===== config.mk =====
export PLATFORM = sky130hd
export DESIGN_NAME = bcd_calendar
export DESIGN_NICKNAME = d
export VERILOG_FILES = /design/src/rtl/bcd_calendar.sv
export SDC_FILE = /design/constraint.sdc
export NUM_CORES = 1
export LEC_CHECK = 0
export BUFFER_PORTS_ARGS = -buffer_cell sky130_fd_sc_hd__buf_2
export CORE_ASPECT_RATIO = 1.25
export CORE_MARGIN = 5
export CORE_UTILIZATION = 52
export CTS_BUF_LIST = sky130_fd_sc_hd__clkbuf_8
export DETAILED_ROUTE_END_ITERATION = 12
export GPL_ROUTABILITY_DRIVEN = 1
export PLACE_DENSITY = 0.79
export SYNTH_ARGS = -nofsm -noshare
export SYNTH_HDL_FRONTEND = slang
export SYNTH_SLANG_ARGS = --single-unit

===== constraint.sdc =====
create_clock -name clk -period 2.9 [get_ports clk]
set_input_delay 0.29 -clock clk [delete_from_list [all_inputs] [get_ports clk]]
set_output_delay 0.29 -clock clk [all_outputs]
set_load 0.01 [all_outputs]

===== src/rtl/bcd_calendar.sv =====
module bcd_calendar (
  input  logic       clk,
  input  logic       rst_n,
  input  logic       tick,
  input  logic       wr_en,
  input  logic [2:0] wr_sel,
  input  logic [7:0] wr_data,
  output logic [7:0] sec_o,
  output logic [7:0] min_o,
  output logic [7:0] hour_o,
  output logic       cent_o,
  output logic [7:0] dow_o,
  output logic [7:0] date_o,
  output logic [7:0] month_o,
  output logic [7:0] year_o
);

  function automatic logic [7:0] bcd_inc(input logic [7:0] v);
    bcd_inc = (v[3:0] >= 4'd9) ? {v[7:4] + 4'd1, 4'd0} : {v[7:4], v[3:0] + 4'd1};
  endfunction

  logic [7:0] sec, mins, hour, dow, date, month, year;
  logic       cent;

  logic leap;
  assign leap = year[4] ? (year[3:0] == 4'd2 || year[3:0] == 4'd6)
                        : (year[3:0] == 4'd0 || year[3:0] == 4'd4 || year[3:0] == 4'd8);

  logic [7:0] last_day;
  always_comb begin
    case (month)
      8'h02:                      last_day = leap ? 8'h29 : 8'h28;
      8'h04, 8'h06, 8'h09, 8'h11: last_day = 8'h30;
      default:                    last_day = 8'h31;
    endcase
  end

  logic s_wrap, m_wrap, h_wrap, d_wrap, mo_wrap, y_wrap;
  assign s_wrap  = sec >= 8'h59;
  assign m_wrap  = s_wrap && mins >= 8'h59;
  assign h_wrap  = m_wrap && hour >= 8'h23;
  assign d_wrap  = h_wrap && date >= last_day;
  assign mo_wrap = d_wrap && month >= 8'h12;
  assign y_wrap  = mo_wrap && year >= 8'h99;

  always_ff @(posedge clk) begin
    if (!rst_n) begin
      sec   <= 8'h00;
      mins  <= 8'h00;
      hour  <= 8'h00;
      cent  <= 1'b0;
      dow   <= 8'h01;
      date  <= 8'h01;
      month <= 8'h01;
      year  <= 8'h00;
    end else if (wr_en) begin
      case (wr_sel)
        3'd0: sec   <= {1'b0, wr_data[6:0]};
        3'd1: mins  <= {1'b0, wr_data[6:0]};
        3'd2: begin
          hour <= {2'b0, wr_data[5:0]};
          cent <= wr_data[6];
        end
        3'd3: dow   <= {5'b0, wr_data[2:0]};
        3'd4: date  <= {2'b0, wr_data[5:0]};
        3'd5: month <= {3'b0, wr_data[4:0]};
        3'd6: year  <= wr_data;
        default: ;
      endcase
    end else if (tick) begin
      sec <= s_wrap ? 8'h00 : bcd_inc(sec);
      if (s_wrap) mins <= m_wrap ? 8'h00 : bcd_inc(mins);
      if (m_wrap) hour <= h_wrap ? 8'h00 : bcd_inc(hour);
      if (h_wrap) begin
        dow  <= (dow >= 8'h07) ? 8'h01 : dow + 8'h01;
        date <= d_wrap ? 8'h01 : bcd_inc(date);
      end
      if (d_wrap)  month <= mo_wrap ? 8'h01 : bcd_inc(month);
      if (mo_wrap) year  <= y_wrap ? 8'h00 : bcd_inc(year);
      if (y_wrap)  cent  <= ~cent;
    end
  end

  assign sec_o   = sec;
  assign min_o   = mins;
  assign hour_o  = hour;
  assign cent_o  = cent;
  assign dow_o   = dow;
  assign date_o  = date;
  assign month_o = month;
  assign year_o  = year;

endmodule



* Word level (Yosys, flattened, before mapping)
Index checks and enable logic that the tools add are counted.
Cells by class: reduce and logical (&&, ||, !) cells 38, div/mod/pow operators 0, $add $sub $neg 13, mux-type cells 47, equality and inequality tests 22, bitwise logic cells 1, magnitude comparators 13, shifts and indexed selects 0, $mul 0
Operators with widths (count):
- 2-to-1 mux 8 bit | 40
- adder 4 x 1 -> 4 bit, second input constant | 12
- greater-or-equal comparator 4 bit, second input constant | 6
- AND reduction 3 bit | 8
- AND reduction 4 bit | 5
- nonzero test 3 bit | 6
- == test 8 x 3 -> 1 bit, second input constant | 2
- greater-or-equal comparator 8 x 7 -> 1 bit, second input constant | 2
- != test 2 x 1 -> 1 bit, second input constant | 7
- nonzero test 2 bit | 7
- case mux 5 bit (2 select lines) | 1
- == test 3 bit, second input constant | 3
- adder 8 x 1 -> 8 bit, second input constant | 1
- == test 4 x 3 -> 1 bit, second input constant | 2
- == test 8 x 2 -> 1 bit, second input constant | 1
- == test 8 x 4 -> 1 bit, second input constant | 1
- == test 8 x 5 -> 1 bit, second input constant | 1
- greater-or-equal comparator 8 x 3 -> 1 bit, second input constant | 1
- greater-or-equal comparator 8 x 5 -> 1 bit, second input constant | 1
- greater-or-equal comparator 8 x 6 -> 1 bit, second input constant | 1
- greater-or-equal comparator 8 bit | 1
- greater-or-equal comparator 8 bit, second input constant | 1
- == test 3 x 2 -> 1 bit, second input constant | 2
- 2-to-1 mux 1 bit | 6
- other kinds (10) | 16
Word-level totals: output and inout bits 57, memories kept 0, bits in writable memories 0, bits of input ports 15, bits in latches 0, logic and storage cells 148, ROM bits 0, register bits after elaboration 57

* Longest topological paths before layout
Gate-level depths: netlist of run 1.
word-level depth 14, gate-level depth with buffers 15, gate-level depth less buffers 13

* Least setup slack after synthesis of run 1
OpenSTA, ideal clock, no wires.
path type reg-to-reg, start register month[4], in the netlist month_o[4], end register month[0], in the netlist month_o[0], arrival 2.698 ns, path buffers 1, clock period less this slack 2.820 ns, setup time 0.122 ns, setup slack 0.080 ns, data required time 2.778 ns, cell stages (with the launch flop) 15, cells stage by stage dfxtp_1 > inv_1 > ha_1 > mux2_2 > nand2_1 > o21ai_0 > a31oi_1 > ha_1 > nor4b_1 > o211ai_1 > and2_1 > buf_2 > nand3_2 > o21ai_0 > a221o_1
On the way: longest elaborated chain between the ends 10, elaborated cells on any way between the ends 17, classes of those cells order compare: 2; eq/ne: 5; mux: 5; reduce/logical: 5
RTL lines:
- start: declaration | RTL line 22 | logic [7:0] sec, mins, hour, dow, date, month, year;
- start signal: assignment | RTL line 66 | 3'd5: month <= {3'b0, wr_data[4:0]};
- start signal: assignment | RTL line 78 | if (d_wrap) month <= mo_wrap ? 8'h01 : bcd_inc(month);
- == test 8 x 3 -> 1 bit, or another cell as far along | RTL line 31 | case (month)
- OR reduction 4 bit | RTL line 31
- case mux 5 bit (2 select lines) | RTL line 31
- greater-or-equal comparator 8 bit | RTL line 42 | assign d_wrap = h_wrap && date >= last_day;
- logical AND 1 bit | RTL line 42
- logical AND 1 bit | RTL line 43 | assign mo_wrap = d_wrap && month >= 8'h12;
- 2-to-1 mux 8 bit (2 in series) | RTL line 78
- 2-to-1 mux 8 bit | RTL line 70 | end else if (tick) begin
- 2-to-1 mux 8 bit | RTL line 56 | end else if (wr_en) begin
Parallel ways exist; a longest one is shown, timed or not. The select of a mux whose other input is x is not followed. A chain may end at the register's enable or synchronous reset.

* Worst setup path in the final report of run 1
start register month[5], in the netlist month_o[5], end register year[3], in the netlist year_o[3]
On the way: longest elaborated chain between the ends 11, elaborated cells on any way between the ends 18, classes of those cells order compare: 2; eq/ne: 5; mux: 5; reduce/logical: 6
RTL lines:
- == test 8 x 3 -> 1 bit, or another cell as far along | RTL line 31
- OR reduction 4 bit | RTL line 31
- case mux 5 bit (2 select lines) | RTL line 31
- greater-or-equal comparator 8 bit | RTL line 42
- logical AND 1 bit | RTL line 42
- logical AND 1 bit * | RTL line 43
- logical AND 1 bit | RTL line 44 | assign y_wrap = mo_wrap && year >= 8'h99;
- 2-to-1 mux 8 bit (2 in series) | RTL line 79 | if (mo_wrap) year <= y_wrap ? 8'h00 : bcd_inc(year);
- 2-to-1 mux 8 bit | RTL line 70
- 2-to-1 mux 8 bit | RTL line 56
- end signal: assignment | RTL line 67 | 3'd6: year <= wr_data;
- end signal: assignment | RTL line 79
- end: declaration | RTL line 22
Every way passes the cells marked *; elsewhere a longest branch is shown, timed or not. The select of a mux whose other input is x is not followed.

==> results.sh, run 1 <==
export IMPL_hold_slack_ns=0.260
export IMPL_finalHoldViolCount=0
export IMPL_grt_pass1_vias=3751
export IMPL_drc=0
export IMPL_path_class="flip-flop to flip-flop"
export IMPL_rows=34
export IMPL_period_minus_slack_ns=2.85
export IMPL_placed_area_sq_um=4290
export IMPL_synth_seq_cells=57
export IMPL_cts_buffers=9
export IMPL_design_core_area_sq_um=7020
export IMPL_syn_inst=463
export IMPL_syn_avg_cell_area_sq_um=8.13
export IMPL_met2_length_um=5390
export IMPL_cts_tree="done"
export IMPL_clk_pin_slew_ns=0.07
export IMPL_grt_antenna_before_repair=0
export IMPL_place_congestion=0.861
export IMPL_clk_latency_ns=0.34
export IMPL_seqCellArea_sq_um=1150
export IMPL_fp_dieH_um=105
export IMPL_drive_gt1_frac=0.264
export IMPL_r2r_slack_ns=0.05
export IMPL_drt_wl_total_um=10700
export IMPL_p_switching_mw=0.506
export IMPL_drt_iter0_markers=191
export IMPL_synthTopCellsByArea="dfxtp_1 30%, ha_1 12%, a21oi_1 4.9%, o21ai_0 4.8%, nand2_1 4.5%"
export IMPL_synth_top_cell_area_share=0.303
export IMPL_fillers=622
export IMPL_drt_pass1_iter_count=5
export IMPL_swShare=0.290
export IMPL_area_delta_synth_final_pct=21.8
export IMPL_cp_start_kind="flip-flop"
export IMPL_crit_end="year_o[3]"
export IMPL_fin_skew_ns=0.00779
export IMPL_setup_viol=0
export IMPL_vias_per_cell=6.08
export IMPL_yosysSeqAreaShare=0.303
export IMPL_p_leak_nw=1.98
export IMPL_design_area_sq_um=4580
export IMPL_htreeDepth=3
export IMPL_synthFlopType="dfxtp_1"
export IMPL_synthTopCellsByCount="57 x dfxtp_1, 45 x nand2_1, 37 x a21oi_1, 37 x ha_1, 36 x o21ai_0"
export IMPL_endpoint_kind="flip-flop"
export IMPL_r2r_start="month_o[5]"
export IMPL_power_share_combinational=0.148
export IMPL_route_met3_wl_um=836
export IMPL_pin_count=72
export IMPL_worstPathRequired_ns=3.18
export IMPL_worst_pin_slew_ns=0.688
export IMPL_critical_path_arrival_ns=3.12
export IMPL_synthesis_nets=515
export IMPL_wire_per_inst_um=16.6
export IMPL_ctsHoldBuffers=0
export IMPL_max_freq_mhz=351
export IMPL_die_area_sq_um=9050
export IMPL_grt_usage=0.237
export IMPL_power_density_nw_per_um2=381
export IMPL_final_nets=600
export IMPL_netlist_area_sq_um=3760
export IMPL_maxCapViolCount=0
export IMPL_highest_layer="met4"
export IMPL_final_util=0.653
export IMPL_yosysUniqueCellTypes=67
export IMPL_post_dp_hpwl_um=7750
export IMPL_portBuffers=71
export IMPL_yosys_warnings=0
export IMPL_diodes=0
export IMPL_yosysTopAreaCell="dfxtp_1"
export IMPL_multi_input_area_sq_um=2540
export IMPL_yosysMostFrequentCell="dfxtp_1"
export IMPL_maxSlewViolCount=0
export IMPL_grt_max_degree=34
export IMPL_async_flop_share=0
export IMPL_p_seq_frac=0.474
export IMPL_power_mw=1.75
export IMPL_wl_met1_um=4190
export IMPL_vias=3908
export IMPL_p_int_mw=1.24
export IMPL_die_x_um=86.1
export IMPL_status="complete, no violations"
export IMPL_fin_crit_sh=0.981
export IMPL_synth_edf_count=0
export IMPL_ant_nets=0
export IMPL_timing_setup_tns_ns=0
export IMPL_clkSinkCount=57
export IMPL_relSlewSlack=0.541
export IMPL_p_clk_frac=0.378
export IMPL_peakVddDrop_uv=264
export IMPL_critical_path_peak_fanout=8
export IMPL_hp_class="input pin to flip-flop"
export IMPL_grt_overflow_total=0
export IMPL_grt_setup_unrepaired="yes"
export IMPL_startpoint="month_o[5]"
export IMPL_ctsLongestPathBuffers=2
export IMPL_clockRootBuffer="clkbuf_8"
export IMPL_r2r_end="year_o[3]"
export IMPL_grt_pass1_wl_um=17600
export IMPL_start_util=0.536
export IMPL_reg2reg_depth=14
[cell usage in the layout (no fill, tap or decap), drive strengths merged, types with 6 or more instances in the layout]
| master | n |
|---|---|
| nand2 | 45 |
| a31oi | 13 |
| ha | 37 |
| nand2b | 8 |
| o21ai | 43 |
| clkbuf | 11 |
| and2 | 12 |
| buf | 91 |
| nand3 | 16 |
| o31ai | 6 |
| nor3b | 8 |
| nor3 | 9 |
| o21a | 12 |
| a21oi | 38 |
| inv | 27 |
| a211oi | 11 |
| nor2 | 35 |
| and3 | 6 |
| dfxtp | 57 |
[flip-flops by register name, summed over array words and instances (netlist names)]
signal,cells
sec_o,8
dow_o,8
month_o,8
date_o,8
cent_o,1
year_o,8
min_o,8
hour_o,8
[critical path, cell delays in order (launching register included)]
cell and delay [ns]:
dfxtp_2 0.33, inv_2 0.05, ha_2 0.18, mux2_2 0.26
nand2_1 0.08, o21ai_2 0.06, a31oi_1 0.18, ha_1 0.27
nor4b_2 0.25, o211ai_1 0.17, buf_4 0.18, nand4b_1 0.21
nor2_4 0.09, o41ai_2 0.31, a32o_1 0.16
[cell families after synthesis]
kind of cell,synth area share
mux,0.0113
simple gates,0.236
flops,0.303
compound gates,0.279
buf+inv,0.0479
fa+ha+maj,0.123
[through the flow]
step | cells | setup slack [ns]
floorplan | 463 | 0.0800
global placement | 626 | 0.107
detailed placement | 626 | 0.0261
CTS | 642 | 0.0134
global route | 643 | -0.165
finish | 643 | 0.0537
[power groups by stage]
stage | Sequential, mW | Combinational, mW | Clock (mW)
after global placement | 0.844 | 0.238 | 0
final | 0.828 | 0.259 | 0.660
after global routing | 0.831 | 0.284 | 0.710
after detailed placement | 0.845 | 0.245 | 0
after floorplan | 0.849 | 0.158 | 0
after CTS | 0.828 | 0.250 | 0.666
[layout make-up]
cell class | instances | share of cell area
Clock buffer | 11 | 0.0330
Clock inverter | 5 | 0.00491
Inverter | 25 | 0.0205
Multi-Input combinational cell | 364 | 0.554
Sequential cell | 57 | 0.251
Tap cell | 90 | 0.0246
Timing Repair Buffer | 91 | 0.111
[metal layers]
metal,global-route usage,vias up
li1,-,1872
met1,0.279,1842
met2,0.406,164
met3,0.0567,30
met4,0.0962,0
met5,0,-
[what timing repair did]
action | 4_1_cts | 5_1_grt
setup endpoints to repair | 2 | 22
resized for setup | 3 | 33
pin swaps | 0 | 19
setup buffers | 0 | 1
[how the worst min path moves through the flow]
stage,startpoint,to,slack (ns),depth (start not counted)
after floorplan,wr_data[3],hour_o[3],0.46,2
after global placement,date_o[7],date_o[7],0.44,2
after detailed placement,month_o[7],month_o[7],0.44,2
after CTS,wr_data[3],hour_o[3],0.25,3
after global routing,wr_data[3],hour_o[3],0.30,3
final,wr_data[3],hour_o[3],0.26,3
(Power assumes the default switching activity.)
==> inputs of run 2 (changes only) <==
--- a/config.mk
+++ b/config.mk
@@ -12,6 +12,7 @@
 export CTS_BUF_LIST = sky130_fd_sc_hd__clkbuf_8
 export DETAILED_ROUTE_END_ITERATION = 12
 export GPL_ROUTABILITY_DRIVEN = 1
+export MAX_ROUTING_LAYER = met4
 export PLACE_DENSITY = 0.79
 export SYNTH_ARGS = -nofsm -noshare
 export SYNTH_HDL_FRONTEND = slang
==> run 2 against run 1 <==
Count of clock-buffer cells in the layout is the same. Clock skew fell by 0.00072 ns. Worst hold slack lost 0.0016 ns. Core utilization stayed put.
==> results.sh, run 2 (synthesis results as in run 1) <==
export IMPL_status="complete, no violations"
export IMPL_die_x_um=86.1
export IMPL_preCtsSetupSlack_ns=0.0261
export IMPL_relSlewSlack=0.536
export IMPL_endpoint_kind="flip-flop"
export IMPL_maxCapViolCount=0
export IMPL_critical_path_peak_fanout=8
export IMPL_multi_input_area_sq_um=2540
export IMPL_worst_slack_ns=0.0420
export IMPL_fin_crit_sh=0.986
export IMPL_top_usage_layer="met2"
export IMPL_fillers=622
export IMPL_final_util=0.653
export IMPL_die_area_sq_um=9050
export IMPL_reg2reg_depth=14
export IMPL_crit_buf_inv=2
export IMPL_instances_no_fill=643
export IMPL_rows=34
export IMPL_peakVddDrop_uv=264
export IMPL_grt_overflow_total=0
export IMPL_grt_max_degree=34
export IMPL_drc=0
export IMPL_power_density_nw_per_um2=381
export IMPL_clkSinkCount=57
export IMPL_final_nets=600
export IMPL_hp_class="input pin to flip-flop"
export IMPL_path_class="flip-flop to flip-flop"
export IMPL_cp_depth=14
export IMPL_vias_per_cell=6.03
export IMPL_drt_iter0_markers=203
export IMPL_area_delta_synth_final_pct=21.8
export IMPL_clk_latency_ns=0.34
export IMPL_post_dp_hpwl_um=7750
export IMPL_drive_gt1_frac=0.264
export IMPL_power_mw=1.75
export IMPL_gr_usage_met2=0.406
export IMPL_seqCellArea_sq_um=1150
export IMPL_portBuffers=71
export IMPL_p_leak_nw=1.98
export IMPL_place_inst=626
export IMPL_period_minus_slack_ns=2.86
export IMPL_ant_nets=0
export IMPL_met1_usage=0.280
export IMPL_design_core_area_sq_um=7020
export IMPL_cts_tree="done"
export IMPL_grt_pass1_vias=3755
export IMPL_hold_slack_ns=0.258
export IMPL_clockRootBuffer="clkbuf_8"
export IMPL_wire_per_inst_um=16.6
export IMPL_vias=3875
export IMPL_diodes=0
export IMPL_grt_antenna_before_repair=0
export IMPL_grt_pass1_wl_um=17600
export IMPL_finalHoldViolCount=0
export IMPL_grt_usage=0.244
export IMPL_max_freq_mhz=350
export IMPL_place_congestion=0.874
export IMPL_cts_buffers=9
export IMPL_htreeDepth=3
export IMPL_fin_skew_ns=0.00707
export IMPL_final_cell_mix="71 x buf_2, 52 x dfxtp_1, 44 x nand2_1, 35 x a21oi_1, 34 x o21ai_0"
export IMPL_worst_pin_slew_ns=0.696
export IMPL_cp_start_kind="flip-flop"
export IMPL_clk_pin_slew_ns=0.06
export IMPL_ctsLongestPathBuffers=2
export IMPL_setup_viol=0
export IMPL_use_met3=0.0559
export IMPL_pin_count=72
export IMPL_critPathMaxStageDelay_ns=0.33
export IMPL_drt_wl_total_um=10700
export IMPL_critical_path_arrival_ns=3.14
export IMPL_cp_cell_sequence="inv_2, ha_2, mux2_2, nand2_1, o21ai_2, a31oi_1, ha_1, nor4b_2, o211ai_1, buf_4, nand4b_1, nor2_4, o41ai_2, a32o_1"
export IMPL_path_delay_family="compound AO/OA/AOI/OAI gates"
export IMPL_fp_dieH_um=105
export IMPL_maxSlewViolCount=0
export IMPL_cp_slowest_cell="dfxtp_2"
export IMPL_drt_pass1_iter_count=5
export IMPL_worstPathRequired_ns=3.18
export IMPL_whs_path_depth=3
export IMPL_grt_setup_unrepaired="yes"
export IMPL_start_util=0.536
export IMPL_final_common_cell="buf_2"
## run 2: per-stage QoR
step / instance area [sq um] / setup TNS [ns]
2_1_floorplan: 3760 / 0
3_3_place_gp: 4290 / 0
3_5_place_dp: 4290 / 0
4_1_cts: 4470 / 0
5_1_grt: 4580 / -0.590
6_report: 4580 / 0
## run 2: path summary, 6_finish.rpt
path,startpoint,to,slack [ns]
worst min-delay path,wr_data[3],hour_o[3],0.26
worst max-delay path,month_o[5],year_o[3],0.04
worst max register to register,month_o[5],year_o[3],0.04
worst min register to register,month_o[7],month_o[7],0.45
## run 2: layer usage
metal  up-vias  wire (um)  part of all wire
met5         -          0                 0
met4         0        271             0.025
met3        29        676             0.063
met2       129       5400              0.50
met1      1844       4350              0.41
li1       1873          -                 -
## run 2: repair_timing
action,4_1_cts,5_1_grt
setup endpoints to repair,2,22
buffers inserted,0,1
endpoints found under the hold margin,0,0
gates resized for setup,3,33
pin swaps,0,19
hold buffers,0,0
## run 2: power by group
part / internal, mW / total, mW / leakage (nW) / switching, mW
Combinational: 0.0953 / 0.259 / 1.42 / 0.163
Clock: 0.346 / 0.660 / 0.101 / 0.314
Sequential: 0.800 / 0.828 / 0.464 / 0.0279
## run 2: worst register-to-register path, stage by stage, from the launching register on
cell and delay, ns:
dfxtp_2 0.33, inv_2 0.05, ha_2 0.19, mux2_2 0.26, nand2_1 0.08, o21ai_2 0.06, a31oi_1 0.18, ha_1 0.27
nor4b_2 0.25, o211ai_1 0.17, buf_4 0.18, nand4b_1 0.21, nor2_4 0.10, o41ai_2 0.32, a32o_1 0.16
## run 2: layout make-up
class | instances | area share
inverter | 25 | 0.0205
timing repair buffer | 91 | 0.111
multi-input combinational | 364 | 0.554
sequential | 57 | 0.251
clock buffer | 11 | 0.0330
tap | 90 | 0.0246
clock inverter | 5 | 0.00491
